[src/rtl/tsx_pkg.sv]
package tsx_pkg;

   typedef enum logic [2:0] {
      ST_FILL,
      ST_OPEN,
      ST_DATA,
      ST_FCS,
      ST_STUFF,
      ST_CLOSE,
      ST_ABORT,
      ST_RAW
   } tx_state_e;

   localparam logic [7:0]  HDLC_FLAG   = 8'h7E;
   localparam logic [15:0] CRC_PRESET  = 16'hFFFF;
   localparam logic [15:0] CRC_POLY_RF = 16'h8408;

   function automatic logic [15:0] crc_bit(input logic [15:0] c, input logic b);
      logic fb;
      fb = c[0] ^ b;
      crc_bit = fb ? ((c >> 1) ^ CRC_POLY_RF) : (c >> 1);
   endfunction

endpackage

[src/rtl/tsx_fifo.sv]
module tsx_fifo #(
   parameter int W     = 9,
   parameter int DEPTH = 128
) (
   input  logic         clk,
   input  logic         rst_n,
   input  logic         push,
   input  logic [W-1:0] din,
   input  logic         pop,
   output logic [W-1:0] dout,
   output logic         empty,
   output logic         full
);
   localparam int AW = (DEPTH > 1) ? $clog2(DEPTH) : 1;
   localparam int CW = $clog2(DEPTH + 1);

   logic [W-1:0]  mem [DEPTH];
   logic [AW-1:0] wp, rp, wp_inc, rp_inc;
   logic [CW-1:0] cnt;
   logic          do_push, do_pop;

   assign empty   = (cnt == '0);
   assign full    = (cnt == CW'(DEPTH));
   assign do_push = push && !full;
   assign do_pop  = pop && !empty;
   assign dout    = mem[rp];

   generate
      if ((1 << AW) == DEPTH) begin : g_pow2
         assign wp_inc = wp + 1'b1;
         assign rp_inc = rp + 1'b1;
      end else begin : g_wrap
         assign wp_inc = (wp == AW'(DEPTH - 1)) ? '0 : wp + 1'b1;
         assign rp_inc = (rp == AW'(DEPTH - 1)) ? '0 : rp + 1'b1;
      end
   endgenerate

   always_ff @(posedge clk) begin
      if (do_push) mem[wp] <= din;
   end

   always_ff @(posedge clk or negedge rst_n) begin
      if (!rst_n) begin
         wp  <= '0;
         rp  <= '0;
         cnt <= '0;
      end else begin
         if (do_push) wp <= wp_inc;
         if (do_pop)  rp <= rp_inc;
         case ({do_push, do_pop})
            2'b10:   cnt <= cnt + 1'b1;
            2'b01:   cnt <= cnt - 1'b1;
            default: cnt <= cnt;
         endcase
      end
   end

   // a write into a full FIFO leaves the occupancy unchanged
   a_r10_no_overflow: assert property (@(posedge clk) disable iff (!rst_n)
      (push && full && !pop) |=> (cnt == $past(cnt)));

   // occupancy never exceeds the depth
   a_r10_bounded: assert property (@(posedge clk) disable iff (!rst_n)
      cnt <= CW'(DEPTH));

endmodule

[src/rtl/tsx_slot_gate.sv]
module tsx_slot_gate #(
   parameter int SLOTS     = 24,
   parameter int SLOT_BITS = 8,
   localparam int SW       = (SLOTS > 1) ? $clog2(SLOTS) : 1
) (
   input  logic                 clk,
   input  logic                 rst_n,
   input  logic                 bit_en,
   input  logic                 frame_start,
   input  logic [SW-1:0]        cfg_slot,
   input  logic [1:0]           cfg_frames,
   input  logic [SLOT_BITS-1:0] cfg_mask,
   output logic                 take
);
   localparam int FRAME_BITS = 1 + SLOTS * SLOT_BITS;
   localparam int PW = $clog2(FRAME_BITS + SLOT_BITS + 1);
   localparam int IW = (SLOT_BITS > 1) ? $clog2(SLOT_BITS) : 1;

   logic [PW-1:0] pos_q, cur_pos, base, diff;
   logic [IW-1:0] idx;
   logic          odd_q, cur_odd, synced_q, in_slot, par_ok, mask_hit;

   assign cur_pos  = frame_start ? '0 : pos_q;
   assign cur_odd  = frame_start ? ~odd_q : odd_q;
   assign base     = PW'(1) + PW'(cfg_slot) * PW'(SLOT_BITS);
   assign in_slot  = (cur_pos >= base) && (cur_pos < base + PW'(SLOT_BITS));
   assign diff     = cur_pos - base;
   assign idx      = diff[IW-1:0];
   assign mask_hit = in_slot && cfg_mask[idx];

   always_comb begin
      case (cfg_frames)
         2'd0:    par_ok = 1'b1;
         2'd1:    par_ok = !cur_odd;
         2'd2:    par_ok = cur_odd;
         default: par_ok = 1'b0;
      endcase
   end

   assign take = bit_en && (synced_q || frame_start) && mask_hit && par_ok;

   always_ff @(posedge clk or negedge rst_n) begin
      if (!rst_n) begin
         pos_q    <= '0;
         odd_q    <= 1'b1;
         synced_q <= 1'b0;
      end else if (bit_en) begin
         pos_q <= (cur_pos == PW'(FRAME_BITS - 1)) ? '0 : cur_pos + 1'b1;
         if (frame_start) begin
            odd_q    <= cur_odd;
            synced_q <= 1'b1;
         end
      end
   end

   // frame parity alternates at every framing bit
   a_r4_parity_alternates: assert property (@(posedge clk) disable iff (!rst_n)
      (bit_en && frame_start) |=> (odd_q != $past(odd_q)));

   // a stream bit is only consumed in a line bit time
   a_r2_take_needs_bit: assert property (@(posedge clk) disable iff (!rst_n)
      take |-> bit_en);

endmodule

[src/rtl/tsx_hdlc_enc.sv]
module tsx_hdlc_enc
   import tsx_pkg::*;
(
   input  logic       clk,
   input  logic       rst_n,
   input  logic       take,
   input  logic       cfg_transparent,
   input  logic       cfg_flag_fill,
   input  logic [7:0] head_data,
   input  logic       head_last,
   input  logic       empty,
   output logic       pop,
   output logic       enc_bit,
   output logic       underrun
);
   tx_state_e   st, st_d;
   logic [15:0] sh, sh_d, crc, crc_d, crc_nx;
   logic [4:0]  n, n_d;
   logic [2:0]  ones, ones_d, ones_nx;
   logic        cur_last, cur_last_d, und_d, stuff_now, in_field;
   logic [7:0]  fill_byte;

   assign fill_byte = cfg_flag_fill ? HDLC_FLAG : 8'hFF;
   assign in_field  = (st == ST_DATA) || (st == ST_FCS);
   assign stuff_now = in_field && (ones == 3'd5);
   assign enc_bit   = stuff_now ? 1'b0 : sh[0];
   assign crc_nx    = crc_bit(crc, sh[0]);
   assign ones_nx   = sh[0] ? ones + 3'd1 : 3'd0;

   always_comb begin
      st_d       = st;
      sh_d       = sh;
      n_d        = n;
      ones_d     = ones;
      crc_d      = crc;
      cur_last_d = cur_last;
      und_d      = 1'b0;
      pop        = 1'b0;
      if (take) begin
         if (stuff_now) begin
            ones_d = 3'd0;
         end else begin
            sh_d   = sh >> 1;
            n_d    = n - 5'd1;
            ones_d = in_field ? ones_nx : 3'd0;
            if (st == ST_DATA) crc_d = crc_nx;
            if (n == 5'd1) begin
               n_d = 5'd8;
               case (st)
                  ST_DATA: begin
                     if (cur_last) begin
                        st_d = ST_FCS;
                        sh_d = ~crc_nx;
                        n_d  = 5'd16;
                     end else if (!empty) begin
                        pop        = 1'b1;
                        sh_d       = {8'h00, head_data};
                        cur_last_d = head_last;
                     end else begin
                        st_d  = ST_ABORT;
                        sh_d  = 16'h00FF;
                        und_d = 1'b1;
                     end
                  end
                  ST_FCS: begin
                     if (ones_nx == 3'd5) begin
                        st_d = ST_STUFF;
                        sh_d = 16'h0000;
                        n_d  = 5'd1;
                     end else begin
                        st_d = ST_CLOSE;
                        sh_d = {8'h00, HDLC_FLAG};
                     end
                  end
                  ST_STUFF: begin
                     st_d = ST_CLOSE;
                     sh_d = {8'h00, HDLC_FLAG};
                  end
                  ST_OPEN: begin
                     pop        = 1'b1;
                     st_d       = ST_DATA;
                     sh_d       = {8'h00, head_data};
                     cur_last_d = head_last;
                     crc_d      = CRC_PRESET;
                     ones_d     = 3'd0;
                  end
                  default: begin
                     if (cfg_transparent) begin
                        if (!empty) begin
                           pop  = 1'b1;
                           st_d = ST_RAW;
                           sh_d = {8'h00, head_data};
                        end else begin
                           st_d = ST_FILL;
                           sh_d = 16'h00FF;
                        end
                     end else if (!empty) begin
                        st_d = ST_OPEN;
                        sh_d = {8'h00, HDLC_FLAG};
                     end else begin
                        st_d = ST_FILL;
                        sh_d = {8'h00, fill_byte};
                     end
                  end
               endcase
            end
         end
      end
   end

   always_ff @(posedge clk or negedge rst_n) begin
      if (!rst_n) begin
         st       <= ST_FILL;
         sh       <= 16'h00FF;
         n        <= 5'd8;
         ones     <= 3'd0;
         crc      <= CRC_PRESET;
         cur_last <= 1'b0;
         underrun <= 1'b0;
      end else begin
         st       <= st_d;
         sh       <= sh_d;
         n        <= n_d;
         ones     <= ones_d;
         crc      <= crc_d;
         cur_last <= cur_last_d;
         underrun <= und_d;
      end
   end

   // a stuffed zero holds the pending payload bits
   a_r7_stuff_holds_payload: assert property (@(posedge clk) disable iff (!rst_n)
      (take && stuff_now) |=> ($stable(sh) && $stable(n)));

   // runs of ones inside the fields never exceed five
   a_r7_run_limit: assert property (@(posedge clk) disable iff (!rst_n)
      ones <= 3'd5);

   // an underrun pulse coincides with the abort run
   a_r11_underrun_in_abort: assert property (@(posedge clk) disable iff (!rst_n)
      underrun |-> (st == ST_ABORT));

   // the underrun strobe lasts one clock
   a_r11_single_pulse: assert property (@(posedge clk) disable iff (!rst_n)
      underrun |=> !underrun);

endmodule

[src/rtl/tsx_hdlc_tx.sv]
module tsx_hdlc_tx #(
   parameter int SLOTS     = 24,
   parameter int SLOT_BITS = 8,
   parameter int DEPTH     = 128,
   localparam int SW       = (SLOTS > 1) ? $clog2(SLOTS) : 1
) (
   input  logic                 clk,
   input  logic                 rst_n,
   input  logic                 wr_en,
   input  logic [7:0]           wr_data,
   input  logic                 wr_last,
   output logic                 fifo_full,
   input  logic [SW-1:0]        cfg_slot,
   input  logic [1:0]           cfg_frames,
   input  logic [SLOT_BITS-1:0] cfg_mask,
   input  logic                 cfg_transparent,
   input  logic                 cfg_flag_fill,
   input  logic                 bit_en,
   input  logic                 frame_start,
   output logic                 tx_bit,
   output logic                 underrun
);
   localparam int ENTRY_W = 9;

   generate
      if (SLOTS < 1) begin : g_bad_slots
         $error("tsx_hdlc_tx: SLOTS must be at least 1");
      end
      if (SLOT_BITS < 1) begin : g_bad_bits
         $error("tsx_hdlc_tx: SLOT_BITS must be at least 1");
      end
      if (DEPTH < 2) begin : g_bad_depth
         $error("tsx_hdlc_tx: DEPTH must be at least 2");
      end
   endgenerate

   logic               take, pop, empty, enc_bit;
   logic [ENTRY_W-1:0] head;

   tsx_fifo #(.W(ENTRY_W), .DEPTH(DEPTH)) u_fifo (
      .clk   (clk),
      .rst_n (rst_n),
      .push  (wr_en),
      .din   ({wr_last, wr_data}),
      .pop   (pop),
      .dout  (head),
      .empty (empty),
      .full  (fifo_full)
   );

   tsx_slot_gate #(.SLOTS(SLOTS), .SLOT_BITS(SLOT_BITS)) u_gate (
      .clk         (clk),
      .rst_n       (rst_n),
      .bit_en      (bit_en),
      .frame_start (frame_start),
      .cfg_slot    (cfg_slot),
      .cfg_frames  (cfg_frames),
      .cfg_mask    (cfg_mask),
      .take        (take)
   );

   tsx_hdlc_enc u_enc (
      .clk             (clk),
      .rst_n           (rst_n),
      .take            (take),
      .cfg_transparent (cfg_transparent),
      .cfg_flag_fill   (cfg_flag_fill),
      .head_data       (head[7:0]),
      .head_last       (head[8]),
      .empty           (empty),
      .pop             (pop),
      .enc_bit         (enc_bit),
      .underrun        (underrun)
   );

   assign tx_bit = take ? enc_bit : 1'b1;

   // bit times that carry no stream bit hold the line at one
   a_r3_fill_outside: assert property (@(posedge clk) disable iff (!rst_n)
      !take |-> tx_bit);

   // the FIFO is only drained while a stream bit is consumed
   a_r10_pop_on_take: assert property (@(posedge clk) disable iff (!rst_n)
      pop |-> take);

endmodule

[config.mk]
export PLATFORM = sky130hd
export DESIGN_NAME = tsx_hdlc_tx
export DESIGN_NICKNAME = d
export VERILOG_FILES = /design/src/rtl/tsx_pkg.sv /design/src/rtl/tsx_fifo.sv /design/src/rtl/tsx_slot_gate.sv /design/src/rtl/tsx_hdlc_enc.sv /design/src/rtl/tsx_hdlc_tx.sv
export SDC_FILE = /design/constraint.sdc
export NUM_CORES = 2
export LEC_CHECK = 0
export ABC_AREA = 1
export BUFFER_PORTS_ARGS = -buffer_cell sky130_fd_sc_hd__buf_2
export CAP_MARGIN = 20
export CORE_UTILIZATION = 40
export DETAILED_ROUTE_END_ITERATION = 10
export HOLD_SLACK_MARGIN = 0.08
export RECOVER_POWER = 25
export SLEW_MARGIN = 10
export SYNTH_ARGS = -nofsm -noshare
export SYNTH_HDL_FRONTEND = slang
export SYNTH_SLANG_ARGS = --single-unit
[constraint.sdc]
create_clock -name clk -period 4.4 [get_ports clk]
set_input_delay 0.22 -clock clk [delete_from_list [all_inputs] [get_ports clk]]
set_output_delay 0.22 -clock clk [all_outputs]
set_load 0.005 [all_outputs]
==> impl_summary.md <==
Clocking
The post-CTS repair timing setup buffer count is 0. The total clock sinks is 1229. The maximum root-to-sink buffer count is 3. The tree is rooted in a sky130_fd_sc_hd__clkbuf_16. The clock transition at the registers of the reported paths is 60 ps.

The clock reaches the later pin of the worst-skew pair after 760 ps. The number of buffers created by CTS is 130. The TritonCTS clock tree is done. The CTS H-tree depth is 4.

Logic synthesis
For this run, asynchronously set or reset flops after synthesis account for 6.265%. Yosys mapped a number of flops with a built-in enable equal to 1152. Summing every instance area after synthesis gives 0.05123 sq mm. The synthesized netlist cell count is 4405. The proportion of netlist area held by the largest area contributor is 67.52%. Yosys mapped the design onto 49 distinct sky130hd cell types. By area the synthesized netlist is led by sky130_fd_sc_hd__edfxtp_1 68%, sky130_fd_sc_hd__nor2_1 5.7%, sky130_fd_sc_hd__o21ai_0 5.0%, sky130_fd_sc_hd__nand2_1 4.9%, sky130_fd_sc_hd__nand3_1 3.1%. After synthesis, flip-flops and latches occupy 71.35% of the total area. In the synthesized netlist the dominant register cell turns out to be sky130_fd_sc_hd__edfxtp_1. When the netlist entered floorplanning its net count stood at 4459. The total number of yosys warnings is 0. Synthesis inferred 1229 register bits.

The synthesized area per cell is 11.63 sq um. The largest total area in the synthesized netlist belongs to sky130_fd_sc_hd__edfxtp_1.

Timing
The count of pins over their slew limit is 649. At the pin with the least slew margin, the transition time is 4381 ps. The final period utilization is 89.93%. The clock arrives with 24.11 ps of skew. The final count of hold timing violations is 0. Setup violations remaining at the end of the flow were counted as 0. Setup repair after global routing left no endpoint under its margin. The maximum clock frequency is 252.7 MHz. The worst slew margin relative to its limit is -192.1%.

The final setup TNS is 0 ps. The smallest clock period supported by the final layout is computed as 3957 ps.

Die
For this configuration, the core starts out at a cell density of 40.54%. The die covers 0.1295 sq mm. The cell row count is 130. The die is 359.9 microns tall.

The horizontal die dimension is 359.9 microns. The core box area is 0.1264 sq mm. The I/O pin count is 34.

Detailed routing
The per-cell routed wire length is 21.93 microns. The routed layout has 33930 vias. The antenna violation net count after detailed routing is 0. For this block, the routed nets add up to 137.0 mm of wire. The detailed-routing iteration count for the pre-antenna-repair pass is 6. After detailed routing, the number of vias per cell comes to 5.432. In the routed design, unresolved DRC markers number 0.

The detailed router finished its first iteration with 3574 violations.

Global route
The initial antenna violation count is 1. The residual overflow from global routing is 0. The number of global-route vias before repair is 32070. The wire length of the first global-routing pass is 204.7 mm. Global routing used 20.88% of the available tracks across all layers. Entering global routing, the biggest net connects 148 pins.

Power and ir drop
In this run the power density over the cells is 600.7 mW/mm^2. For this design the static power due to leakage is 20.17 nW. The maximum vdd ir drop is 458.7 uV.

Min path
The min-delay analysis places its worst path in the category primary input to flip-flop.

Job
The tool flagged a number of max-cap violations equal to 10.

Setup path
The data arrival time of the critical path is 4580 ps. Walking the worst path, the cells encountered are inv_1 > nor2_1 > inv_1 > ha_1 > xor2_1 > nand3b_1 > a21oi_1 > a21boi_2 > nand3_4 > nor2_4 > inv_1 > nor3_1 > ha_1 > buf_4 > inv_1 > fa_1 > o31ai_1 > and2_1 > nor2_1 > nor2_1 > nor2_1 > nand2_1 > a31oi_1. The kind of cell with the highest combined delay along the critical path is simple AND/OR/NAND/NOR gates.

The delay contributed by the slowest stage of the critical path is 390 ps. The critical path is of the flip-flop to flip-flop type. The critical path buffer and inverter count is 5. The worst setup path is captured at a flip-flop.

STA classifies the critical path startpoint as a flip-flop. On the critical path, the stage with the largest delay is an instance of sky130_fd_sc_hd__fa_1. The maximum fanout along the worst path is 7.

At the worst endpoint, the required time is 5020 ps.

Finish
The final layout contains 4549 nets. The share of layout cells above drive strength 1 is 9.358%. The layout-stage area growth over the synthesis result is 13.12%. The count of filler cells inserted in the layout is 11230. Leaving out fill and tap cells, the most frequent cell in the layout is sky130_fd_sc_hd__edfxtp_1.

0 antenna diodes ended up in the layout. The top cell types in the final layout, fill and taps aside, are 1152 x sky130_fd_sc_hd__edfxtp_1, 777 x sky130_fd_sc_hd__nor2_1, 671 x sky130_fd_sc_hd__nand2_1. The number of non-filler instances in the completed layout is 6245.

Place
The placer's final routability congestion estimate is 0.8784. The count of buffers inserted at the top-level ports is 33. The number of placed instances, taps included, is 6002. The HPWL after detailed placement is 79.84 mm.

Status
The run finished, with violations left. The final reports fail on capacitance limit, slew limit.
where the power goes:
| part | internal [mW] | switching [mW] | total (mW) | leakage [nW] |
|---|---|---|---|---|
| Clock | 6.09 | 4.50 | 10.6 | 1.98 |
| Combinational | 2.98 | 7.68 | 10.7 | 6.97 |
| Sequential | 13.3 | 0.297 | 13.6 | 11.2 |
synthesized netlist by cell type, types with 2 or more instances:
| cell | number |
|---|---|
| sky130_fd_sc_hd__o31ai_1 | 3 |
| sky130_fd_sc_hd__a31oi_1 | 10 |
| sky130_fd_sc_hd__nor2_2 | 3 |
| sky130_fd_sc_hd__nor2_1 | 778 |
| sky130_fd_sc_hd__buf_2 | 116 |
| sky130_fd_sc_hd__nor3_2 | 2 |
| sky130_fd_sc_hd__a21oi_1 | 71 |
| sky130_fd_sc_hd__o22ai_1 | 110 |
| sky130_fd_sc_hd__dfrtp_1 | 51 |
| sky130_fd_sc_hd__ha_1 | 22 |
| sky130_fd_sc_hd__o21ai_1 | 9 |
| sky130_fd_sc_hd__buf_4 | 29 |
| sky130_fd_sc_hd__buf_1 | 9 |
| sky130_fd_sc_hd__inv_4 | 2 |
| sky130_fd_sc_hd__and3_1 | 3 |
| sky130_fd_sc_hd__a22oi_1 | 13 |
| sky130_fd_sc_hd__nand4_1 | 17 |
| sky130_fd_sc_hd__inv_2 | 3 |
| sky130_fd_sc_hd__o211ai_1 | 74 |
| sky130_fd_sc_hd__nand2_2 | 3 |
| sky130_fd_sc_hd__clkinv_1 | 4 |
| sky130_fd_sc_hd__xnor2_1 | 5 |
| sky130_fd_sc_hd__or2_2 | 3 |
| sky130_fd_sc_hd__nand3_1 | 313 |
| sky130_fd_sc_hd__clkbuf_2 | 2 |
| sky130_fd_sc_hd__o221ai_1 | 35 |
| sky130_fd_sc_hd__nor4_1 | 3 |
| sky130_fd_sc_hd__clkinv_2 | 2 |
| sky130_fd_sc_hd__xor2_1 | 23 |
| sky130_fd_sc_hd__nor3_1 | 10 |
| sky130_fd_sc_hd__nand2_1 | 671 |
| sky130_fd_sc_hd__clkbuf_1 | 107 |
| sky130_fd_sc_hd__inv_1 | 193 |
| sky130_fd_sc_hd__o21ai_0 | 513 |
| sky130_fd_sc_hd__nand3_2 | 3 |
| sky130_fd_sc_hd__edfxtp_1 | 1152 |
| sky130_fd_sc_hd__dfstp_2 | 26 |
final cells by class:
| type | count | area (sq um) | share of cell area [%] |
|---|---|---|---|
| inverters | 204 | 785.8 | 1.356 |
| clock buffers | 168 | 3460 | 5.969 |
| flip-flops and latches | 1229 | 36560 | 63.09 |
| multi-input cells | 2708 | 12660 | 21.84 |
| well taps | 1650 | 2064 | 3.562 |
| clock inverters | 64 | 591.8 | 1.021 |
| repair buffers | 222 | 1832 | 3.161 |
routing by layer:
metal | track usage [%] | wire length (microns) | vias to the layer above
li1 | - | - | 15820
met1 | 29.54 | 59890 | 16600
met2 | 32.58 | 63140 | 1280
met3 | 3.470 | 9839 | 229
met4 | 7.231 | 4112 | 0
met5 | 0 | 0 | -
cell families (layout without fill, tap and decap cells):
kind of cell | Yosys count | in the layout | share of synthesized area, %
DFF | 1229 | 1229 | 71.35
adders and majority gates | 23 | 23 | 0.5763
and+or+nand+nor | 1816 | 1816 | 14.41
buffers and inverters | 468 | 658 | 3.959
AOI/OAI and AO/OA | 841 | 841 | 9.229
xor gates and xnor gates | 28 | 28 | 0.4787
worst paths after layout:
path,from,endpoint,slack (ps),cells after the start
hold / removal,cfg_slot[3],u_enc.ones[2],220,7
setup / recovery,u_gate.pos_q[1],u_fifo.cnt[6],440,23
min in group asynchronous,rst_n,u_fifo.cnt[6],1050,2
max in group asynchronous,rst_n,u_fifo.rp[0],1150,2
setup reg to reg,u_gate.pos_q[1],u_fifo.cnt[6],440,23
hold reg to reg,u_gate.synced_q,u_gate.synced_q,460,2
metrics by stage:
step / total power, mW / utilization [%] / worst slack (ps) / hold slack, ps / cell area [sq um]
global placement: 24.25 / 42.59 / 305.7 / 328.9 / 53830
finish: 34.82 / 45.86 / 442.9 / 223.6 / 57960
CTS: 34.89 / 45.89 / 473.1 / 81.92 / 58000
global route: 36.38 / 45.86 / 77.02 / 273.4 / 57960
floorplan: 20.40 / - / 690.3 / -75.59 / 51230
detailed placement: 24.34 / 42.60 / 284.0 / 341.6 / 53840
flip-flops by register name, indices dropped and copies added (netlist names):
name,flops
u_enc.ones,3
u_gate.synced_q,1
u_enc.st,3
u_enc.n,5
u_enc.sh,16
u_gate.pos_q,8
u_enc.cur_last,1
u_fifo.wp,7
u_enc.underrun,1
u_fifo.cnt,8
u_fifo.rp,7
u_gate.odd_q,1
u_fifo.mem,1152
u_enc.crc,16
what timing repair did:
action                                  4_1_cts  5_1_grt
resized for setup                             0        0
hold endpoints to repair                    210        0
hold buffers                                 11        0
endpoints found under the setup margin        0        0
worst min-delay path: stages:
cell,delay [ps]
sky130_fd_sc_hd__buf_2,120
sky130_fd_sc_hd__inv_1,100
sky130_fd_sc_hd__a31oi_1,90
sky130_fd_sc_hd__nand4_1,170
sky130_fd_sc_hd__nand2_1,120
sky130_fd_sc_hd__nand2_1,70
sky130_fd_sc_hd__nand2_1,40
No activity file was read; power rests on OpenSTA's default activity.
